==> src/rtl/crtc_pkg.sv <==
package crtc_pkg;
  typedef enum logic [1:0] {
    PORT_NONE  = 2'd0,
    PORT_INDEX = 2'd1,
    PORT_DATA  = 2'd2
  } port_e;
endpackage

==> src/rtl/crtc_port_decode.sv <==
module crtc_port_decode
  import crtc_pkg::*;
#(
  parameter int ADDR_W = 3,
  parameter int IDX_A0 = 0,
  parameter int DAT_A0 = 1,
  parameter int IDX_A1 = 4,
  parameter int DAT_A1 = 5
) (
  input  logic [ADDR_W-1:0] addr_i,
  output port_e             port_o
);
  always_comb begin
    port_o = PORT_NONE;
    if (addr_i == ADDR_W'(IDX_A0) || addr_i == ADDR_W'(IDX_A1)) port_o = PORT_INDEX;
    else if (addr_i == ADDR_W'(DAT_A0) || addr_i == ADDR_W'(DAT_A1)) port_o = PORT_DATA;
  end
endmodule

==> src/rtl/crtc_lock_filter.sv <==
module crtc_lock_filter #(
  parameter int DW        = 8,
  parameter int IW        = 8,
  parameter int PROT_LAST = 7,
  parameter int FREE_IDX  = 7,
  parameter int FREE_BIT  = 4
) (
  input  logic          wr_i,
  input  logic [IW-1:0] idx_i,
  input  logic [DW-1:0] wdata_i,
  input  logic [DW-1:0] cur_i,
  input  logic          lock_i,
  output logic          we_o,
  output logic [DW-1:0] wval_o
);
  localparam logic [DW-1:0] FREE_MASK = DW'(1) << FREE_BIT;

  logic prot_hit;
  assign prot_hit = lock_i && (int'(idx_i) <= PROT_LAST);

  always_comb begin
    we_o   = wr_i;
    wval_o = wdata_i;
    if (prot_hit) begin
      if (int'(idx_i) == FREE_IDX) begin
        // only the exempt bit follows the bus
        wval_o = (cur_i & ~FREE_MASK) | (wdata_i & FREE_MASK);
      end else begin
        we_o = 1'b0;
      end
    end
  end
endmodule

==> src/rtl/crtc_regfile.sv <==
module crtc_regfile #(
  parameter int DW       = 8,
  parameter int IW       = 8,
  parameter int LOCK_IDX = 17,
  parameter int LOCK_BIT = 7
) (
  input  logic          clk_i,
  input  logic          rst_ni,
  input  logic          we_i,
  input  logic [IW-1:0] widx_i,
  input  logic [DW-1:0] wval_i,
  input  logic [IW-1:0] ridx_i,
  output logic [DW-1:0] rval_o,
  output logic          lock_o
);
  localparam int DEPTH = 1 << IW;

  logic [DEPTH-1:0][DW-1:0] ents;

  for (genvar g = 0; g < DEPTH; g++) begin : g_ent
    logic [DW-1:0] q;
    always_ff @(posedge clk_i or negedge rst_ni) begin
      if (!rst_ni)                              q <= '0;
      else if (we_i && widx_i == IW'(g))        q <= wval_i;
    end
    assign ents[g] = q;
  end

  assign rval_o = ents[ridx_i];
  assign lock_o = ents[LOCK_IDX][LOCK_BIT];

  p_store_r4: assert property (@(posedge clk_i) disable iff (!rst_ni)
    we_i |=> ents[$past(widx_i)] == $past(wval_i));
endmodule

==> src/rtl/crtc_regs.sv <==
module crtc_regs
  import crtc_pkg::*;
#(
  parameter int ADDR_W    = 3,
  parameter int DW        = 8,
  parameter int IW        = 8,
  parameter int LOCK_IDX  = 17,
  parameter int LOCK_BIT  = 7,
  parameter int PROT_LAST = 7,
  parameter int FREE_IDX  = 7,
  parameter int FREE_BIT  = 4,
  parameter int TA_LO     = 0,
  parameter int TA_HI     = 7,
  parameter int TB_LO     = 16,
  parameter int TB_HI     = 24
) (
  input  logic              clk_i,
  input  logic              rst_ni,
  input  logic              req_i,
  input  logic              we_i,
  input  logic [ADDR_W-1:0] addr_i,
  input  logic [DW-1:0]     wdata_i,
  output logic [DW-1:0]     rdata_o,
  output logic              upd_o
);
  localparam logic [DW-1:0] FREE_MASK = DW'(1) << FREE_BIT;

  port_e         port;
  logic [IW-1:0] idx_q;
  logic [DW-1:0] cur, wval, rd_next;
  logic          mem_we, locked, idx_wr, data_wr, tim_hit;

  crtc_port_decode #(.ADDR_W(ADDR_W)) i_dec (
    .addr_i (addr_i),
    .port_o (port)
  );

  assign idx_wr  = req_i && we_i && port == PORT_INDEX;
  assign data_wr = req_i && we_i && port == PORT_DATA;

  crtc_lock_filter #(
    .DW(DW), .IW(IW), .PROT_LAST(PROT_LAST), .FREE_IDX(FREE_IDX), .FREE_BIT(FREE_BIT)
  ) i_filt (
    .wr_i    (data_wr),
    .idx_i   (idx_q),
    .wdata_i (wdata_i),
    .cur_i   (cur),
    .lock_i  (locked),
    .we_o    (mem_we),
    .wval_o  (wval)
  );

  crtc_regfile #(.DW(DW), .IW(IW), .LOCK_IDX(LOCK_IDX), .LOCK_BIT(LOCK_BIT)) i_rf (
    .clk_i  (clk_i),
    .rst_ni (rst_ni),
    .we_i   (mem_we),
    .widx_i (idx_q),
    .wval_i (wval),
    .ridx_i (idx_q),
    .rval_o (cur),
    .lock_o (locked)
  );

  always_ff @(posedge clk_i or negedge rst_ni) begin
    if (!rst_ni)     idx_q <= '0;
    else if (idx_wr) idx_q <= IW'(wdata_i);
  end

  assign tim_hit = (int'(idx_q) >= TA_LO && int'(idx_q) <= TA_HI) ||
                   (int'(idx_q) >= TB_LO && int'(idx_q) <= TB_HI);

  always_comb begin
    rd_next = '0;
    if (req_i && !we_i) begin
      unique case (port)
        PORT_INDEX: rd_next = DW'(idx_q);
        PORT_DATA:  rd_next = cur;
        default:    rd_next = '0;
      endcase
    end
  end

  always_ff @(posedge clk_i or negedge rst_ni) begin
    if (!rst_ni) begin
      rdata_o <= '0;
      upd_o   <= 1'b0;
    end else begin
      rdata_o <= rd_next;
      upd_o   <= mem_we && tim_hit;
    end
  end

  p_index_load_r2: assert property (@(posedge clk_i) disable iff (!rst_ni)
    idx_wr |=> idx_q == $past(IW'(wdata_i)));

  p_lock_block_r5: assert property (@(posedge clk_i) disable iff (!rst_ni)
    (data_wr && locked && int'(idx_q) < FREE_IDX) |=> $stable(cur));

  p_free_bit_r6: assert property (@(posedge clk_i) disable iff (!rst_ni)
    (data_wr && locked && int'(idx_q) == FREE_IDX) |=>
      ((cur & ~FREE_MASK) == ($past(cur) & ~FREE_MASK)) &&
      ((cur & FREE_MASK) == ($past(wdata_i) & FREE_MASK)));

  p_upd_cause_r7: assert property (@(posedge clk_i) disable iff (!rst_ni)
    upd_o |-> $past(data_wr));

  p_rd_idle_r8: assert property (@(posedge clk_i) disable iff (!rst_ni)
    !$past(req_i && !we_i) |-> rdata_o == '0);
endmodule

==> config.mk <==
export PLATFORM = sky130hd
export DESIGN_NAME = crtc_regs
export DESIGN_NICKNAME = d
export VERILOG_FILES = /design/src/rtl/crtc_pkg.sv /design/src/rtl/crtc_port_decode.sv /design/src/rtl/crtc_lock_filter.sv /design/src/rtl/crtc_regfile.sv /design/src/rtl/crtc_regs.sv
export SDC_FILE = /design/constraint.sdc
export NUM_CORES = 2
export LEC_CHECK = 0
export BUFFER_PORTS_ARGS = -buffer_cell sky130_fd_sc_hd__buf_2
export CORE_MARGIN = 2
export CORE_UTILIZATION = 60
export CTS_CLUSTER_DIAMETER = 50
export DETAILED_ROUTE_END_ITERATION = 7
export PLACE_DENSITY_LB_ADDON = 0.12
export SLEW_MARGIN = 20
export SYNTH_ARGS = -nofsm -noshare
export SYNTH_HDL_FRONTEND = slang
export SYNTH_SLANG_ARGS = --single-unit
==> constraint.sdc <==
create_clock -name clk_i -period 4.9 [get_ports clk_i]
set_clock_uncertainty 0.15 [all_clocks]
set_input_delay 0.98 -clock clk_i [delete_from_list [all_inputs] [get_ports clk_i]]
set_output_delay 0.98 -clock clk_i [all_outputs]
set_load 0.02 [all_outputs]
==> results.yml <==
synthesis:
  synthesis.area_um2: 90600
  ys_async_sr_fraction: 1.00
  synthMuxAreaShare: 0.180
  yosys.area.top_type_share: 0.570
  syn_nets: 8034
  synthXorXnorAreaFrac: 0
  synth.avg_cell_area_um2: 11.3
  ys_top_cells_by_area: "dfrtp_1 (57%), mux4_2 (12%), o21ai_0 (9.5%)"
  synth-compound-area-share: 0.117
  yosys_most_used_dff: "dfrtp_1"
  cell_type_with_the_largest_total_area_after_synthesis: "dfrtp_1"
  yosys_warnings: 0
  yosys-top-cells-count: "dfrtp_1 (2065), nand2_1 (1962), o21ai_0 (1720)"
  number_of_flip_flops_and_latches_in_the_synthesized_netlist: 2065
  post_synth_and_or_nand_nor_area_fraction: 0.0982
  synthCells: 8019
  synth.most_common_cell: "dfrtp_1"
  ys_seq_area_frac: 0.570
  synthAdderAreaFrac: 0
  yosysUniqueCellTypes: 53
  main_combinational_cell_family_by_area_after_synthesis: "multiplexers"
  synth_edf_count: 0
critical_path:
  path_depth: 11
  crit_path_end_kind: "flip-flop"
  worstSetupStartpointType: "flip-flop"
  cp.arrival_ps: 5360
  cell_depth_of_the_worst_flop_to_flop_path: 11
  critPathTopFamily: "simple AND/OR/NAND/NOR gates"
  critical_path.max_stage_delay_ps: 1040
  crit_path_top_delay_cell: "dfrtp_4"
  path_buf_inv: 4
  reg2reg_slack_ps: 180
  crit_chain: "buf_12 -> buf_12 -> mux4_2 -> o22ai_1 -> nor3_1 -> nor4_1 -> buf_4 -> nor3_1 -> o22ai_1 -> a211oi_1 -> buf_4"
  critPathMaxFanout: 29
  crit_type: "flip-flop to flip-flop"
  crit_required_ps: 5540
sta:
  worst_slew_pin_slew_ps: 1020
  worst_slack_ps: 176
  period_needed_ps: 4720
  rsz_0062_raised_after_global_routing: "no"
  slew-limit-headroom: 0.313
  period_share: 0.964
  achievable-frequency_mhz: 212
  timing.final.setup_violations: 0
  setup-tns-final_ps: 0
  timing.hold.ws_ps: 22.7
  final_number_of_hold_violating_endpoints: 0
  maxSlewViolCount: 0
route:
  drc: 0
  post_drt_via_cell_ratio: 6.24
  post_drt_wl_per_cell_um: 24.8
  drt_pre_antenna_iters: 6
  postRouteAntennaNets: 0
  drt-total-wl_um: 248000
  detailroute.via_count: 62547
  drt_first_iter_violations: 6015
global_routing:
  global_route.usage.total: 0.332
  grt_pass1_vias: 62206
  grt_pass1_wl_um: 386000
  grt_remaining_overflow: 0
  pin_count_of_the_biggest_net_entering_global_routing: 155
  initial_antenna_violation_count: 8
cts:
  clkSlewWorstSetupHoldPaths_ps: 70
  cts_tree: "done"
  cts.hold.buffers_added: 0
  tritoncts_num_sinks: 2065
  cts-root-buf: "clkbuf_16"
  insertion_delay_ps: 850
  ctsLongestPathBuffers: 3
  cts-htree-levels: 4
  cts_resized: 0
  number_of_clock_buffers_inserted_by_tritoncts: 214
  number_of_setup_buffers_added_after_cts: 0
finish:
  layout.cell_area.non_filler_um2: 101000
  area_growth_pct: 11.2
  post-route-util: 0.672
  design.final.nets: 7842
  multi_input_combinational_cell_area_um2: 35900
  register_area_um2: 51700
  layout-drive-gt1-share: 0.191
  num-fill-cells: 11151
floorplanning:
  num_io_pins: 24
  chipWidth_um: 393
  floorplan.die_area_um2: 154000
  initial_core_util: 0.604
  die-height_um: 393
  fp-row-count: 142
  core_region_area_um2: 150000
placement:
  numPortBuffers: 22
  detailedPlace.worstSlack_ps: 350
  gpl.final_weighted_congestion: 0.917
  placement.cell_area_um2: 93300
  dp.final_hpwl_um: 157000
run:
  max-cap-violations: 0
power_and_ir_drop:
  power.static_leakage_nw: 44.9
  power.density_cell_area_nw_per_um2: 395
  peak_vdd_ir_mv: 0.410
hold_path:
  worst_min_delay_path_category: "input pin to asynchronous set/reset pin"
run_status:
  run_status: "finished clean"
final timing paths:
path,startpoint,to
worst min-delay path,rst_ni,i_rf.g_ent[246].q[4]$_DFFE_PN0P_
worst max-delay path,idx_q[0]$_DFFE_PN0P_,rdata_o[6]$_DFF_PN0_
worst min register to register,i_rf.g_ent[195].q[7]$_DFFE_PN0P_,i_rf.g_ent[195].q[7]$_DFFE_PN0P_
worst max register to register,idx_q[0]$_DFFE_PN0P_,rdata_o[6]$_DFF_PN0_
max in group asynchronous,rst_ni,i_rf.g_ent[32].q[0]$_DFFE_PN0P_
min in group clk_i,wdata_i[3],idx_q[3]$_DFFE_PN0P_
where the power goes:
part           leakage (nW)  switching (W)  internal [W]  total (W)
logic                  12.5        0.00335       0.00177    0.00511
registers              28.8       0.000343        0.0174     0.0178
clock network          3.59        0.00686        0.0100     0.0169
area by class of cell:
class,count,area share
repair buffers,313,0.0313
clock inverters,80,0.0103
well taps,2016,0.0250
clock buffers,317,0.0629
multi-input cells,5228,0.357
inverters,5,0.000236
flip-flops and latches,2065,0.513
diodes,2,0.0000497
metal layers:
layer / track usage / vias up / part of all wire
met2: 0.505 / 2191 / 0.46
met5: 0 / - / 0.00018
met1: 0.487 / 32027 / 0.43
met3: 0.0607 / 463 / 0.078
met4: 0.116 / 6 / 0.036
li1: - / 27860 / -
stage by stage:
step                      total power [W]  instances
after floorplan                    0.0209       8019
after global placement             0.0231       9627
final                              0.0397      10026
after detailed placement           0.0231       9627
after global routing               0.0409      10024
after CTS                          0.0399      10024
cell usage in the layout, fill, tap and decap left out, types with 8 or more instances in the layout:
cell type	Yosys	final
o21ai_0	1720	1720
bufinv_16	0	20
nand2b_1	12	12
mux2i_1	152	152
o211ai_1	21	21
nor2_1	80	76
clkbuf_8	0	50
dfrtp_1	2065	2060
o21ai_1	10	10
and3_2	0	9
and2_1	26	25
o22ai_1	61	61
clkbuf_1	538	49
a21oi_1	35	35
nand3_1	76	76
a211oi_1	11	11
nand2_1	1962	1956
a22o_1	8	8
clkinv_2	0	26
buf_2	103	20
a221oi_1	14	14
o221ai_1	14	14
inv_6	0	12
buf_12	0	68
a31oi_1	22	22
a22oi_1	77	77
mux4_2	493	493
nor3_1	28	25
buf_4	62	224
clkbuf_16	0	219
clkinvlp_4	0	15
mux2_2	328	328
nor2b_1	13	11
registers in the layout, indices dropped and copies added (netlist names):
signal,cells
rdata_o,8
upd_o,1
idx_q,8
i_rf.g_ent.q,2048
cells by family after synthesis:
kind of cell,after synthesis
compound gates,2004
buf+inv,726
flops,2065
mux,973
simple gates,2251
Note: power is estimated with default switching activity, not from simulation.
